### src/rtl/balu_pkg.sv
package balu_pkg;

    localparam int BYTE_W = 8;
    localparam int NIB_W  = 4;
    localparam int OP_W   = 3;
    localparam int NFLAG  = 3;

    // status word bit positions
    localparam int SB_CY  = 7;
    localparam int SB_AC  = 6;
    localparam int SB_UF  = 5;
    localparam int SB_BK1 = 4;
    localparam int SB_BK0 = 3;
    localparam int SB_OV  = 2;
    localparam int SB_RSV = 1;
    localparam int SB_PAR = 0;

    typedef enum logic [OP_W-1:0] {
        OP_ADD  = 3'd0,
        OP_ADDC = 3'd1,
        OP_SUBB = 3'd2,
        OP_INC  = 3'd3,
        OP_DEC  = 3'd4,
        OP_DADJ = 3'd5
    } alu_op_e;

    typedef struct packed {
        logic cy;
        logic ac;
        logic ov;
    } flags_t;

    typedef struct packed {
        logic [BYTE_W-1:0] res;
        flags_t            fl;
        flags_t            we;
    } alu_out_t;

    localparam flags_t FL_NONE = '{cy: 1'b0, ac: 1'b0, ov: 1'b0};
    localparam flags_t FL_ALL  = '{cy: 1'b1, ac: 1'b1, ov: 1'b1};
    localparam flags_t FL_CY   = '{cy: 1'b1, ac: 1'b0, ov: 1'b0};

    function automatic logic parity_of(input logic [BYTE_W-1:0] v);
        return ^v;
    endfunction

    function automatic logic nib_over9(input logic [NIB_W-1:0] n);
        return n > NIB_W'(9);
    endfunction

endpackage

### src/rtl/balu_arith.sv
module balu_arith
    import balu_pkg::*;
#(
    parameter int W  = BYTE_W,
    parameter int NW = NIB_W
) (
    input  alu_op_e        op,
    input  logic [W-1:0]   a,
    input  logic [W-1:0]   b,
    input  logic           cin,
    output logic [W-1:0]   res,
    output flags_t         fl
);
    logic          sub, cin_e;
    logic [W:0]    full_x;
    logic [NW:0]   nib_x;
    logic [W-1:0]  low_x;
    logic          c_msb_in;

    always_comb begin
        sub   = (op == OP_SUBB);
        cin_e = ((op == OP_ADDC) || (op == OP_SUBB)) ? cin : 1'b0;

        if (sub) begin
            full_x = {1'b0, a} - {1'b0, b} - {{W{1'b0}}, cin_e};
            nib_x  = {1'b0, a[NW-1:0]} - {1'b0, b[NW-1:0]} - {{NW{1'b0}}, cin_e};
            low_x  = {1'b0, a[W-2:0]} - {1'b0, b[W-2:0]} - {{(W-1){1'b0}}, cin_e};
        end else begin
            full_x = {1'b0, a} + {1'b0, b} + {{W{1'b0}}, cin_e};
            nib_x  = {1'b0, a[NW-1:0]} + {1'b0, b[NW-1:0]} + {{NW{1'b0}}, cin_e};
            low_x  = {1'b0, a[W-2:0]} + {1'b0, b[W-2:0]} + {{(W-1){1'b0}}, cin_e};
        end
        c_msb_in = low_x[W-1];

        fl.cy = full_x[W];
        fl.ac = nib_x[NW];
        fl.ov = full_x[W] ^ c_msb_in;

        unique case (op)
            OP_INC:  res = a + W'(1);
            OP_DEC:  res = a - W'(1);
            default: res = full_x[W-1:0];
        endcase
    end
endmodule

### src/rtl/balu_decadj.sv
module balu_decadj
    import balu_pkg::*;
#(
    parameter int W  = BYTE_W,
    parameter int NW = NIB_W
) (
    input  logic [W-1:0] a,
    input  logic         cy_in,
    input  logic         ac_in,
    output logic [W-1:0] res,
    output logic         cy_out
);
    localparam logic [W:0] LO_FIX = (W+1)'(6);
    localparam logic [W:0] HI_FIX = (W+1)'(6) << NW;

    logic          lo_sel, hi_sel;
    logic [W:0]    step1, step2;

    always_comb begin
        lo_sel = nib_over9(a[NW-1:0]) || ac_in;
        step1  = {1'b0, a} + (lo_sel ? LO_FIX : '0);
        hi_sel = nib_over9(step1[W-1:NW]) || cy_in || step1[W];
        step2  = {1'b0, step1[W-1:0]} + (hi_sel ? HI_FIX : '0);
        res    = step2[W-1:0];
        cy_out = cy_in | step1[W] | step2[W];
    end
endmodule

### src/rtl/balu_statreg.sv
module balu_statreg
    import balu_pkg::*;
#(
    parameter int W = BYTE_W
) (
    input  logic         clk,
    input  logic         rst,
    input  logic         upd_en,
    input  flags_t       fl,
    input  flags_t       we,
    input  logic         sw_wr,
    input  logic [W-1:0] sw_wdata,
    input  logic [W-1:0] acc,
    output logic [W-1:0] psw_q
);
    logic [W-1:0] psw_d;

    always_comb begin
        psw_d = psw_q;
        if (sw_wr) begin
            psw_d[SB_CY]  = sw_wdata[SB_CY];
            psw_d[SB_AC]  = sw_wdata[SB_AC];
            psw_d[SB_UF]  = sw_wdata[SB_UF];
            psw_d[SB_BK1] = sw_wdata[SB_BK1];
            psw_d[SB_BK0] = sw_wdata[SB_BK0];
            psw_d[SB_OV]  = sw_wdata[SB_OV];
        end else if (upd_en) begin
            if (we.cy) psw_d[SB_CY] = fl.cy;
            if (we.ac) psw_d[SB_AC] = fl.ac;
            if (we.ov) psw_d[SB_OV] = fl.ov;
        end
        psw_d[SB_RSV] = 1'b0;
        psw_d[SB_PAR] = parity_of(acc);
    end

    always_ff @(posedge clk) begin
        if (rst) psw_q <= '0;
        else     psw_q <= psw_d;
    end
endmodule

### src/rtl/byte_alu_status.sv
module byte_alu_status
    import balu_pkg::*;
#(
    parameter int W  = BYTE_W,
    parameter int NW = NIB_W
) (
    input  logic            clk,
    input  logic            rst,
    input  logic [OP_W-1:0] op_sel,
    input  logic [W-1:0]    acc_in,
    input  logic [W-1:0]    opnd_in,
    input  logic            exec_en,
    input  logic            sw_wr,
    input  logic [W-1:0]    sw_wdata,
    output logic [W-1:0]    res_out,
    output logic            cy_nxt,
    output logic            ac_nxt,
    output logic            ov_nxt,
    output logic            p_nxt,
    output logic [NFLAG-1:0] flag_we,
    output logic [W-1:0]    psw_q
);
    alu_op_e      op;
    logic [W-1:0] ar_res, da_res;
    flags_t       ar_fl;
    logic         da_cy;
    alu_out_t     sel;

    assign op = alu_op_e'(op_sel);

    balu_arith #(.W(W), .NW(NW)) u_arith (
        .op  (op),
        .a   (acc_in),
        .b   (opnd_in),
        .cin (psw_q[SB_CY]),
        .res (ar_res),
        .fl  (ar_fl)
    );

    balu_decadj #(.W(W), .NW(NW)) u_decadj (
        .a      (acc_in),
        .cy_in  (psw_q[SB_CY]),
        .ac_in  (psw_q[SB_AC]),
        .res    (da_res),
        .cy_out (da_cy)
    );

    always_comb begin
        sel.res = acc_in;
        sel.fl  = ar_fl;
        sel.we  = FL_NONE;
        case (op_sel)
            OP_ADD, OP_ADDC, OP_SUBB: begin
                sel.res = ar_res;
                sel.we  = FL_ALL;
            end
            OP_INC, OP_DEC: begin
                sel.res = ar_res;
            end
            OP_DADJ: begin
                sel.res   = da_res;
                sel.fl.cy = da_cy;
                sel.fl.ac = psw_q[SB_AC];
                sel.fl.ov = psw_q[SB_OV];
                sel.we    = FL_CY;
            end
            default: ;
        endcase
    end

    assign res_out = sel.res;
    assign cy_nxt  = sel.fl.cy;
    assign ac_nxt  = sel.fl.ac;
    assign ov_nxt  = sel.fl.ov;
    assign p_nxt   = parity_of(sel.res);
    assign flag_we = sel.we;

    balu_statreg #(.W(W)) u_stat (
        .clk      (clk),
        .rst      (rst),
        .upd_en   (exec_en),
        .fl       (sel.fl),
        .we       (sel.we),
        .sw_wr    (sw_wr),
        .sw_wdata (sw_wdata),
        .acc      (acc_in),
        .psw_q    (psw_q)
    );
endmodule

### config.mk
export PLATFORM = sky130hd
export DESIGN_NAME = byte_alu_status
export DESIGN_NICKNAME = d
export VERILOG_FILES = /design/src/rtl/balu_pkg.sv /design/src/rtl/balu_arith.sv /design/src/rtl/balu_decadj.sv /design/src/rtl/balu_statreg.sv /design/src/rtl/byte_alu_status.sv
export SDC_FILE = /design/constraint.sdc
export NUM_CORES = 1
export LEC_CHECK = 0
export BUFFER_PORTS_ARGS = -buffer_cell sky130_fd_sc_hd__buf_2
export CAP_MARGIN = 20
export CORE_AREA = 3 3 77 72
export CTS_CLUSTER_DIAMETER = 30
export DETAILED_ROUTE_END_ITERATION = 7
export DIE_AREA = 0 0 80 75
export PLACE_DENSITY = 0.74
export SLEW_MARGIN = 20
export SYNTH_ARGS = -nofsm -noshare
export SYNTH_HDL_FRONTEND = slang
export SYNTH_HIERARCHICAL = 1
export SYNTH_SLANG_ARGS = --single-unit
### constraint.sdc
create_clock -name clk -period 5.2 [get_ports clk]
set_input_delay 0.78 -clock clk [delete_from_list [all_inputs] [get_ports clk]]
set_output_delay 0.78 -clock clk [all_outputs]
set_load 0.1 [all_outputs]
# Yosys cells after proc, flatten, opt, wreduce, memory -nomap -nowiden
# Cells that the tools add are included.
# op_classes
add_sub_neg	16
order_cmp	2
eq_ne	5
muxes	17
n_bitwise	3
reduce_logical	16
# op_table
op	n
$pmux 8 s2	2
$add 8x9->9	2
$reduce_xor 8->1	2
$add 8x8->9	1
$add 9x1->9	1
$mux 9	1
$sub 8x8->9	1
$sub 9x1->9	1
$add 7x7->8	1
$add 8x1->8	1
$add 8x1->8 const B	1
$gt 4x4->1 const B	2
$mux 8	1
$reduce_bool 2->1	4
$sub 7x7->8	1
$sub 8x1->8	1
$sub 8x1->8 const B	1
$mux 7	1
$eq 3x2->1 const B	2
$eq 3x3->1 const B	2
$mux 1	6
$mux 3	2
$pmux 3 s2	1
$reduce_and 2->1	3
13 further kinds	18
# word_totals
regBits	8
in_bits	31
output_inout_bits	23
elab_cells	65

# Depth between registers and ports, before layout
# Gate-level depths: netlist of run 1.
# logic_depth
depth_word	14
ltp_mapped	17
mapped_depth_nobuf	17

# Cells and area by module
# The synthesis of run 1 kept the hierarchy.
# modules_own_cells
mod	n_inst	cells_per_inst	area_each_um2	seq_area_each_um2
balu_arith	1	171	1283.7	0.0
byte_alu_status	1	45	407.9	0.0
balu_decadj	1	47	367.9	0.0
balu_statreg	1	36	345.3	140.1

# Worst setup path after synthesis of run 1
# OpenSTA, ideal clock, no wires.
# synth_timing
kind	register to output
start	reg u_stat.psw_q[7]
end	out p_nxt
t_arrival_ns	6.504
t_required_ns	4.420
path_slack_ns	-2.084
path_stages_with_launch	15
path_buffers	0
path_cell_list	dfxtp_1 > nor3b_1 > fa_1 > inv_1 > fa_1 > o21ba_1 > or4_1 > nand2_1 > xnor2_1 > mux2i_1 > mux2i_1 > nor2_1 > nor3_1 > xor2_1 > xnor3_1
# synth_between
elab_chain_len	6
word_cells_on_any_way	11
cone_classes	3 x add/sub; 5 x mux; 3 x reduce/logical
# synth_rtl
element	line_no	source
start: declaration	balu_statreg.sv:14	output logic [W-1:0] psw_q
start signal: assignment	balu_statreg.sv:38	else psw_q <= psw_d;
$mux 1 *	balu_arith.sv:22	cin_e = ((op == OP_ADDC) || (op == OP_SUBB)) ? cin : 1'b0;
$add 9x1->9 or $sub 9x1->9 (tied branches)	balu_arith.sv:29, balu_arith.sv:25	
$mux 9 *	balu_arith.sv:24	if (sub) begin
$pmux 8 s2 *	balu_arith.sv:39	unique case (op)
net ar_res[6]	byte_alu_status.sv:24	logic [W-1:0] ar_res, da_res;
$pmux 8 s2 *	byte_alu_status.sv:52	case (op_sel)
net res_out[6]	byte_alu_status.sv:15	output logic [W-1:0] res_out,
$reduce_xor 8->1 *	balu_pkg.sv:44	return ^v;
end: declaration	byte_alu_status.sv:19	output logic p_nxt,
# The timed path passes the listed nets; every way through them passes the cells marked *.

# Worst setup path in the final report of run 1
# layout_timing
start	in op_sel[0]
end	out p_nxt
# layout_between
elab_chain_len	8
word_cells_on_any_way	15
cone_classes	2 x add/sub; 5 x eq/ne; 4 x mux; 4 x reduce/logical
# layout_rtl
element	line_no	source
start: declaration	byte_alu_status.sv:9	input logic [OP_W-1:0] op_sel,
$eq 3x1->1 or $eq 3x2->1 (tied branches)	balu_arith.sv:22, balu_arith.sv:21	
$logic_or 1x1->1	balu_arith.sv:22	
$mux 1	balu_arith.sv:22	
$add 9x1->9 or $sub 9x1->9 (tied branches)	balu_arith.sv:29, balu_arith.sv:25	
$mux 9	balu_arith.sv:24	
$pmux 8 s2 *	balu_arith.sv:39	
net ar_res[7]	byte_alu_status.sv:24	
$pmux 8 s2 *	byte_alu_status.sv:52	
$reduce_xor 8->1 *	balu_pkg.sv:44	
# Marked as above.

==> results of run 1 <==
-- power by group through the flow --
stage | combinational, µW | sequential, µW | clock, µW
after floorplan | 512 | 99.7 | 0
after global placement | 704 | 63.1 | 0
after detailed placement | 714 | 63.2 | 0
after CTS | 716 | 62.3 | 81.0
after global routing | 768 | 62.8 | 86.2
final | 730 | 62.2 | 79.4
-- worst paths after layout --
check                                                    end  slack [ns]  depth (start not counted)
worst max-delay path                                   p_nxt        0.11                         18
worst min-delay path            u_stat/psw_q[4]$_SDFFE_PP0P_        0.49                          2
worst max register to register  u_stat/psw_q[2]$_SDFFE_PP0P_        1.77                         14
worst min register to register  u_stat/psw_q[4]$_SDFFE_PP0P_        0.49                          2
-- cell usage after synthesis (2+ instances only) --
library cell	count	area share [%]
a211oi_1	5	1.6
a21boi_0	3	0.94
a21oi_1	19	4.0
a21oi_2	2	0.73
a221o_1	2	0.83
a2bb2oi_1	2	0.73
a311oi_1	3	1.1
a311oi_2	2	1.2
a31oi_1	2	0.52
and2_1	2	0.52
buf_2	3	0.62
buf_4	3	0.94
buf_6	2	0.94
clkbuf_1	2	0.31
dfxtp_1	7	5.8
fa_1	6	5.0
ha_1	31	16
inv_1	26	4.1
mux2_1	3	1.4
mux2i_1	9	3.7
nand2_1	14	2.2
nand2b_1	3	0.78
nand3_1	4	0.83
nand3b_1	2	0.62
nand4_1	2	0.52
nand4bb_1	2	0.94
nor2_1	35	5.5
nor2b_1	4	1.0
nor3_1	12	2.5
nor3_2	2	0.83
nor3b_1	3	0.94
nor4bb_1	4	1.7
o21a_1	2	0.62
o21ai_0	4	0.83
o21bai_1	2	0.62
xnor2_1	26	9.5
xnor3_1	2	1.9
xor2_1	13	4.7
-- worst max-delay path, delay by kind of cell --
kind / cells / cell delay (ns)
adder cells (fa/ha/maj): 2 / 0.74
XOR/XNOR: 4 / 0.90
buffers and inverters: 4 / 0.50
AO/OA/AOI/OAI: 4 / 1.04
AND/OR/NAND/NOR: 4 / 0.35
-- final cells by class --
class | count | area [µm²] | share of cell area (%)
inverter | 26 | 97.6 | 3.18
timing repair buffer | 73 | 459 | 14.9
sequential | 7 | 141 | 4.60
clock buffer | 4 | 45.0 | 1.47
tap | 65 | 81.3 | 2.65
multi-input combinational | 254 | 2250 | 73.2
-- routing by layer --
metal / up-vias / track usage, % / wire length, µm
met4: 0 / 1.50 / 10
met2: 52 / 38.1 / 3130
met5: - / 0 / 0
met1: 1122 / 28.9 / 2910
met3: 2 / 2.75 / 255
li1: 1192 / - / -
-- cells by family (layout without fill, tap and decap cells) --
logic type | Yosys count | in the layout | synth area share [%]
xor gates and xnor gates | 41 | 41 | 16.1
other | 1 | 1 | 0.156
and+or+nand+nor | 97 | 97 | 22.6
buffers and inverters | 38 | 103 | 7.39
adders and majority gates | 37 | 37 | 21.1
DFF | 7 | 7 | 5.83
AOI/OAI and AO/OA | 66 | 66 | 21.7
muxes | 12 | 12 | 5.15
-- metrics by stage --
stage | utilization [%] | total power (µW)
detailed placement | 61.5 | 777
floorplan | - | 612
global placement | 61.5 | 767
CTS | 62.5 | 859
global route | 64.0 | 917
finish | 64.0 | 871
-- repair_timing --
action                                  in CTS  in global routing
setup buffers                                0                  1
endpoints found under the setup margin       0                  1
hold endpoints to repair                     0                  0
gates resized for setup                      0                 14
==> results.sh, run 1 <==
export IMPL_nets=433
export IMPL_critPathKind="in2out"
export IMPL_p_int_uw=368
export IMPL_leakage_uw=0.00139
export IMPL_synth_seq_area_share_pct=5.83
export IMPL_dp_slack_ns=-0.00114
export IMPL_pin_count=54
export IMPL_pwr_share_seq_pct=7.1
export IMPL_routabilityCongestion=0.867
export IMPL_grt_pass1_wl_um=10300
export IMPL_finalHoldViolCount=0
export IMPL_power_frac_clock_pct=9.1
export IMPL_p_comb_share_pct=83.8
export IMPL_r2r_start="u_stat/psw_q[7]$_SDFFE_PP0P_"
export IMPL_drt_first_pass_iters=4
export IMPL_hold_buffers=0
export IMPL_dieWidth_um=80
export IMPL_avgViaCountPerCell=5.52
export IMPL_grt_pass1_vias=2227
export IMPL_hold_start="u_stat/psw_q[4]$_SDFFE_PP0P_"
export IMPL_remaining_drc_errors=0
export IMPL_yosysWarnings=6
export IMPL_post_route_cell_area_um2=3070
export IMPL_drv_slew=0
export IMPL_clkTransAtPathRegs_ns=0.04
export IMPL_max_stage_delay_ns=0.56
export IMPL_hp_class="reg2reg"
export IMPL_place_area_um2=2960
export IMPL_die_h_um=75
export IMPL_tritoncts_num_buffers=3
export IMPL_postSynthAreaPerCell_um2=8.04
export IMPL_clock_latency_ns=0.23
export IMPL_start_util_pct=50.1
export IMPL_portBuffers=50
export IMPL_vias=2368
export IMPL_drive_above_1_share_pct=32.1
export IMPL_placedCellCount=424
export IMPL_switching_share_pct=57.8
export IMPL_rsz0062_at_grt="true"
export IMPL_syn_area_um2=2400
export IMPL_grt_max_degree=18
export IMPL_p_sw_uw=503
export IMPL_power_per_cell_area_nw_per_um2=284
export IMPL_root_buffer="clkbuf_8"
export IMPL_layout_setup_ws_ns=0.108
export IMPL_largest_reg_flops=7
export IMPL_core_area_um2=4800
export IMPL_crit_fanout=3
export IMPL_final_min_clock_period_ns=5.09
export IMPL_cp_end_kind="output pin"
export IMPL_diodes=0
export IMPL_hpwl_um=5180
export IMPL_mostFrequentLayoutCell="buf_2"
export IMPL_worst_ep_required_time_ns=4.42
export IMPL_slowest_stage="fa_2"
export IMPL_ant_nets=0
export IMPL_drt_total_wl_um=6300
export IMPL_largest_register="u_stat/psw_q"
export IMPL_drt_iter0_drc=131
export IMPL_nFillCells=434
export IMPL_rows=24
export IMPL_dieArea_um2=6000
export IMPL_ir_drop_mv=0.616
export IMPL_numClockSinks=7
export IMPL_worstPathArrival_ns=4.31
export IMPL_synth_edf_count=0
export IMPL_synth_distinct_cells=67
export IMPL_run_status="finished clean"
export IMPL_skew_ns=0.00234
export IMPL_synthArstFlopShare_pct=0
export IMPL_grt_ovfl_total=0
export IMPL_synthCells=299
export IMPL_crit_start="op_sel[0]"
export IMPL_worstSetupStartpointType="input port"
export IMPL_ys_flop_type="dfxtp_1"
export IMPL_syn_nets=367
export IMPL_ys_ff_latch=7
export IMPL_antenna_found_initial=0
export IMPL_cts_tree="built"
export IMPL_max_freq_ghz=0.196
export IMPL_drt_wirelength_per_cell_um=14.7
export IMPL_max_cap_violations=0
export IMPL_worst_hold_slack_ns=0.485
export IMPL_top_regs="u_stat/psw_q: 7 flops"
export IMPL_area_delta_synth_final_pct=27.8
export IMPL_min_period_over_period_pct=97.9
export IMPL_tns_ns=0
export IMPL_cts_path_max_buffers=2
export IMPL_final_cell_count_no_fill=429
export IMPL_htree_num_levels=1
export IMPL_final_cell_mix="buf_2 (47), nor2_1 (34), ha_1 (28)"
export IMPL_grt_total_usage_pct=21.3
export IMPL_path_cells="buf_2, xnor2_1, nor3b_1, buf_4, fa_2, inv_1, ha_1, o21ai_2, a311oi_4, a311oi_2, xor2_1, nor2_1, a221o_1, nor2_2, nor3_4, xnor3_1, xnor3_4, buf_12"
export IMPL_setup_viol=0
Note: power is estimated with default switching activity, not from simulation.
==> run 2, diff against run 1 <==
BUFFER_PORTS_ARGS = -buffer_cell sky130_fd_sc_hd__clkbuf_2   (was -buffer_cell sky130_fd_sc_hd__buf_2)
==> run 2 against run 1 <==
Effect of this change: register-to-register slack worse by 0.10 ns; combinational power decreased by 0.5%; worst hold slack improved by 0.016 ns; core utilization grew 0.18 points; flip-flop and latch count unchanged; sequential power is 0.6% higher; power fell by 0.70%; count of clock-buffer cells in the layout stayed put; routed wire length down 0.70%; final area is 0.29% higher; first-iteration DRC count fell by 24%; critical path type unchanged.
==> results.sh, run 2 (synthesized netlist as in run 1, its figures left out) <==
export IMPL_cts_path_max_buffers=2
export IMPL_tightest_slew_ns=0.548
export IMPL_vias=2349
export IMPL_p_int_uw=368
export IMPL_holdPathEnd="u_stat/psw_q[5]$_SDFFE_PP0P_"
export IMPL_hpwl_um=5200
export IMPL_hold_buffers=0
export IMPL_run_status="finished clean"
export IMPL_root_buffer="clkbuf_8"
export IMPL_cts_tree="built"
export IMPL_htree_num_levels=1
export IMPL_final_min_clock_period_ns=5.12
export IMPL_tritoncts_num_buffers=3
export IMPL_regToRegSetupSlack_ns=1.67
export IMPL_relSlewSlack_pct=63.6
export IMPL_grt_ovfl_total=0
export IMPL_met2_length_um=3070
export IMPL_drt_total_wl_um=6260
export IMPL_drt_iter0_drc=100
export IMPL_start_util_pct=50.1
export IMPL_hold_start="u_stat/psw_q[5]$_SDFFE_PP0P_"
export IMPL_pwr_share_seq_pct=7.2
export IMPL_dieArea_um2=6000
export IMPL_rsz0062_at_grt="true"
export IMPL_clock_latency_ns=0.23
export IMPL_nFillCells=420
export IMPL_min_period_over_period_pct=98.4
export IMPL_hp_class="reg2reg"
export IMPL_nets=434
export IMPL_clkTransAtPathRegs_ns=0.04
export IMPL_max_cap_violations=0
export IMPL_drt_wirelength_per_cell_um=14.6
export IMPL_worstPathArrival_ns=4.34
export IMPL_diodes=0
export IMPL_max_freq_ghz=0.195
export IMPL_worst_hold_slack_ns=0.501
export IMPL_highest_layer="met4"
export IMPL_leakage_uw=0.00141
export IMPL_drive_above_1_share_pct=31.5
export IMPL_drt_met1_wl_um=2930
export IMPL_area_delta_synth_final_pct=28.1
export IMPL_skew_ns=0.000260
export IMPL_drv_slew=0
export IMPL_min_path_cells=2
export IMPL_p_sw_uw=497
export IMPL_power_frac_clock_pct=8.9
export IMPL_die_h_um=75
export IMPL_grt_max_degree=18
export IMPL_core_area_um2=4800
export IMPL_largest_reg_flops=7
export IMPL_p_comb_share_pct=83.9
export IMPL_route_met3_wl_um=191
export IMPL_ir_drop_mv=0.519
export IMPL_grt_total_usage_pct=21.1
export IMPL_largest_register="u_stat/psw_q"
export IMPL_numClockSinks=7
export IMPL_cp_end_kind="output pin"
export IMPL_top_regs="u_stat/psw_q: 7 flops"
export IMPL_switching_share_pct=57.5
export IMPL_pin_count=54
export IMPL_antenna_found_initial=0
export IMPL_grt_pass1_wl_um=10200
export IMPL_dieWidth_um=80
export IMPL_worstSetupStartpointType="input port"
export IMPL_ff2ff_path_depth=14
export IMPL_portBuffers=50
export IMPL_crit_fanout=5
export IMPL_total_power_uw=865
export IMPL_grt_pass1_vias=2221
export IMPL_worst_ep_required_time_ns=4.42
export IMPL_final_cell_mix="clkbuf_2 (46), nor2_1 (34), ha_1 (28)"
export IMPL_rows=24
export IMPL_r2r_start="u_stat/psw_q[7]$_SDFFE_PP0P_"
export IMPL_drt_first_pass_iters=4
export IMPL_finalHoldViolCount=0
export IMPL_rr_endpoint="u_stat/psw_q[2]$_SDFFE_PP0P_"
export IMPL_routabilityCongestion=0.913
export IMPL_remaining_drc_errors=0
export IMPL_power_per_cell_area_nw_per_um2=281
export IMPL_mostFrequentLayoutCell="clkbuf_2"
export IMPL_avgViaCountPerCell=5.46
export IMPL_critPathKind="in2out"
export IMPL_ant_nets=0
export IMPL_setup_viol=0
[run 2: metrics by stage]
stage               setup slack (ns)  std cells  TNS (ns)  area [µm²]  utilization (%)
floorplan                     -0.471        299    -0.471        2510                -
global placement              0.0374        425         0        2970             61.7
detailed placement          -0.00626        425  -0.00626        2970             61.7
CTS                          0.00550        429         0        3010             62.7
global route                 -0.0246        430   -0.0246        3080             64.1
finish                        0.0825        430         0        3080             64.1
[run 2: worst max-delay path by stage]
stage	from	endpoint	slack [ns]	cells past startpoint
2_1_floorplan	acc_in[2]	p_nxt	-0.47	16
3_3_place_gp	acc_in[2]	p_nxt	0.04	19
3_5_place_dp	acc_in[2]	p_nxt	-0.006	20
4_1_cts	acc_in[2]	p_nxt	0.006	20
5_1_grt	acc_in[1]	p_nxt	-0.02	19
6_report	acc_in[1]	p_nxt	0.08	19
[run 2: area by class of cell]
| class | instances | area, µm² | share of cell area, % |
|---|---|---|---|
| inverters | 26 | 97.6 | 3.17 |
| clock buffers | 4 | 45.0 | 1.46 |
| multi-input cells | 254 | 2250 | 72.9 |
| repair buffers | 74 | 469 | 15.2 |
| well taps | 65 | 81.3 | 2.64 |
| flip-flops and latches | 7 | 141 | 4.59 |
[run 2: power groups by stage]
stage	combinational [µW]	clock [µW]	sequential [µW]
2_1_floorplan	512	0	99.7
5_1_grt	765	82.6	63.1
3_3_place_gp	704	0	63.3
4_1_cts	716	78.0	62.6
3_5_place_dp	715	0	63.6
6_report	726	76.6	62.6
[run 2: what timing repair did]
action,4_1_cts,5_1_grt
setup endpoints to repair,1,1
cloned,0,0
setup buffers,0,1
resized for setup,0,11
pin swaps,1,8
[run 2: critical path: stages]
cell and delay (ns):
buf_6 0.09, o21ai_2 0.15, nand2b_1 0.11, ha_2 0.22, fa_2 0.36, and4_4 0.16, a221o_1 0.40, nand2_4 0.14
ha_4 0.15, ha_4 0.16, nand2_2 0.05, a2bb2oi_2 0.15, and2_4 0.16, a221oi_2 0.06, nor4bb_2 0.40, nor3_4 0.06
xnor3_1 0.21, xnor3_4 0.34, buf_12 0.19
[run 2: metal layers]
metal  vias up  GRT usage (%)
met3         6           2.15
met4         0           2.63
met1      1099           29.2
met2        47           36.8
li1       1197              -
met5         -              0
==> run 3, diff against run 2 <==
ABC_AREA = 1   (was default)
CORE_AREA = 3 3 83 77   (was 3 3 77 72)
DIE_AREA = 0 0 86 80   (was 0 0 80 75)
==> run 3 against run 2 <==
Effect of this change: clock power about the same; power down 15%; non-clock buffer count down 22; die area up 15%; combinational power down 18%; synthesized cell count up 74%; final area up 5.4%; critical path depth up 11; routed wire length up 21%; count of clock-buffer cells in the layout unchanged; global-route usage up 1.9 points; worst setup slack better by 0.34 ns; critical endpoint unchanged.
==> results.sh, run 3 <==
export IMPL_run_status="finished clean"
export IMPL_diodes=0
export IMPL_tns_ns=0
export IMPL_synth_distinct_cells=32
export IMPL_worst_ep_required_time_ns=4.42
export IMPL_drt_met1_wl_um=3590
export IMPL_antenna_found_initial=0
export IMPL_route_met3_wl_um=343
export IMPL_max_cap_violations=0
export IMPL_ys_ff_latch=7
export IMPL_yosysTopAreaCell="nand2_1"
export IMPL_clock_latency_ns=0.22
export IMPL_p_comb_share_pct=81.3
export IMPL_ant_nets=0
export IMPL_grt_total_usage_pct=23.0
export IMPL_avgViaCountPerCell=5.12
export IMPL_remaining_drc_errors=0
export IMPL_grt_pass1_vias=3042
export IMPL_met2_length_um=3580
export IMPL_synth_top_area_share_pct=26.9
export IMPL_synth_most_common_cell="nand2_1"
export IMPL_worstSetupStartpointType="input port"
export IMPL_hold_buffers=0
export IMPL_syn_area_um2=2870
export IMPL_nets=639
export IMPL_tightest_slew_ns=0.546
export IMPL_grt_max_degree=19
export IMPL_postSynthAreaPerCell_um2=5.52
export IMPL_dieArea_um2=6880
export IMPL_leakage_uw=0.00204
export IMPL_drt_first_pass_iters=4
export IMPL_core_area_um2=5630
export IMPL_ir_drop_mv=0.280
export IMPL_drt_iter0_drc=180
export IMPL_finalHoldViolCount=0
export IMPL_dieWidth_um=86
export IMPL_synthArstFlopShare_pct=0
export IMPL_switching_share_pct=63.1
export IMPL_drv_slew=0
export IMPL_cp_end_kind="output pin"
export IMPL_grt_pass1_wl_um=13300
export IMPL_max_freq_ghz=0.209
export IMPL_synth_area_leaders="nand2_1 (27%), ha_1 (14%), inv_1 (9.8%)"
export IMPL_nFillCells=581
export IMPL_yosysWarnings=6
export IMPL_highest_layer="met4"
export IMPL_ys_flop_type="dfxtp_1"
export IMPL_mostFrequentLayoutCell="nand2_1"
export IMPL_root_buffer="clkbuf_8"
export IMPL_drt_total_wl_um=7580
export IMPL_htree_num_levels=1
export IMPL_top_regs="u_stat/psw_q: 7 flops"
export IMPL_synth_seq_area_share_pct=4.89
export IMPL_total_power_uw=734
export IMPL_path_common_cell="nand2_1"
export IMPL_synth_common_cells="nand2_1 (205), inv_1 (75), nand3_1 (46)"
export IMPL_placedCellCount=636
export IMPL_drive_above_1_share_pct=19.8
export IMPL_tritoncts_num_buffers=3
export IMPL_relSlewSlack_pct=63.8
export IMPL_hpwl_um=6190
export IMPL_final_cell_mix="nand2_1 (205), inv_1 (75), clkbuf_2 (49)"
export IMPL_p_int_uw=271
export IMPL_crit_fanout=10
export IMPL_slowest_stage="fa_1"
export IMPL_postCtsSetupBuffers=0
export IMPL_final_min_clock_period_ns=4.78
export IMPL_fin_util_pct=57.7
export IMPL_rows=26
export IMPL_clkTransAtPathRegs_ns=0.04
export IMPL_syn_nets=587
export IMPL_pwr_share_seq_pct=8.3
export IMPL_min_period_over_period_pct=91.9
export IMPL_cts_path_max_buffers=2
export IMPL_die_h_um=80
export IMPL_final_cell_count_no_fill=640
export IMPL_worstPathArrival_ns=4.00
export IMPL_skew_ns=0.00112
export IMPL_grt_ovfl_total=0
export IMPL_synth_edf_count=0
export IMPL_vias=3274
export IMPL_area_delta_synth_final_pct=13.4
export IMPL_max_stage_delay_ns=0.48
export IMPL_portBuffers=50
export IMPL_routabilityCongestion=0.901
export IMPL_pin_count=54
export IMPL_power_per_cell_area_nw_per_um2=226
export IMPL_cts_tree="built"
export IMPL_power_frac_clock_pct=10.4
export IMPL_synthCells=519
export IMPL_p_sw_uw=463
export IMPL_critPathKind="in2out"
export IMPL_dp_slack_ns=0.313
export IMPL_layout_setup_ws_ns=0.419
export IMPL_largest_reg_flops=7
export IMPL_setup_viol=0
export IMPL_rsz0062_at_grt="false"
export IMPL_regToRegSetupSlack_ns=2.35
export IMPL_start_util_pct=50.9
export IMPL_hp_class="reg2reg"
export IMPL_numClockSinks=7
export IMPL_drt_wirelength_per_cell_um=11.8
export IMPL_largest_register="u_stat/psw_q"
==> run 3: critical path: cells and delay by family <==
family / cells / cell delay (ns)
fa+ha+maj: 3 / 0.90
buf+inv: 7 / 0.64
compound gates: 1 / 0.20
simple gates: 19 / 1.46
==> run 3: cells by family after synthesis <==
family / count (synthesis) / synth area share, %
xor+xnor: 10 / 3.06
other cells: 1 / 0.131
simple gates: 331 / 52.3
fa+ha+maj: 37 / 17.7
buf+inv: 89 / 12.6
flops: 7 / 4.89
compound gates: 44 / 9.30
==> run 3: final timing paths <==
| path | start | to | cells past startpoint |
|---|---|---|---|
| worst min-delay path | u_stat/psw_q[2]$_SDFFE_PP0P_ | u_stat/psw_q[2]$_SDFFE_PP0P_ | 2 |
| worst max register to register | u_stat/psw_q[7]$_SDFFE_PP0P_ | u_stat/psw_q[2]$_SDFFE_PP0P_ | 17 |
| worst max-delay path | acc_in[2] | p_nxt | 30 |
| worst min register to register | u_stat/psw_q[2]$_SDFFE_PP0P_ | u_stat/psw_q[2]$_SDFFE_PP0P_ | 2 |
==> run 3: per-layer routing <==
metal	vias to the layer above	global-route usage, %
met5	-	0
met4	0	4.11
met2	75	40.3
met3	8	1.44
li1	1725	-
met1	1466	31.0
==> run 3: what timing repair did <==
item	CTS	global route
setup endpoints to repair	0	1
gates resized for setup	0	2
endpoints found under the hold margin	0	0
==> run 3: power by group through the flow <==
stage	Sequential [µW]	Clock (µW)	Combinational (µW)
after floorplan	92.8	0	439
after global placement	61.9	0	581
after detailed placement	61.9	0	593
after CTS	61.1	77.3	595
after global routing	61.7	79.9	656
final	61.1	76.5	596
==> run 3: final cells by class <==
type | count | area, µm² | area share, %
Multi-Input combinational cell | 423 | 2370 | 73.1
Inverter | 84 | 320 | 9.86
Timing Repair Buffer | 52 | 280 | 8.63
Sequential cell | 7 | 141 | 4.35
Tap cell | 70 | 87.6 | 2.70
Clock buffer | 4 | 45.0 | 1.39
==> run 3: per-stage QoR <==
step                area [µm²]  hold slack [ns]
finish                    3250            0.491
floorplan                 2870            0.704
global placement          3200            0.472
CTS                       3240            0.491
global route              3250            0.510
detailed placement        3200            0.485
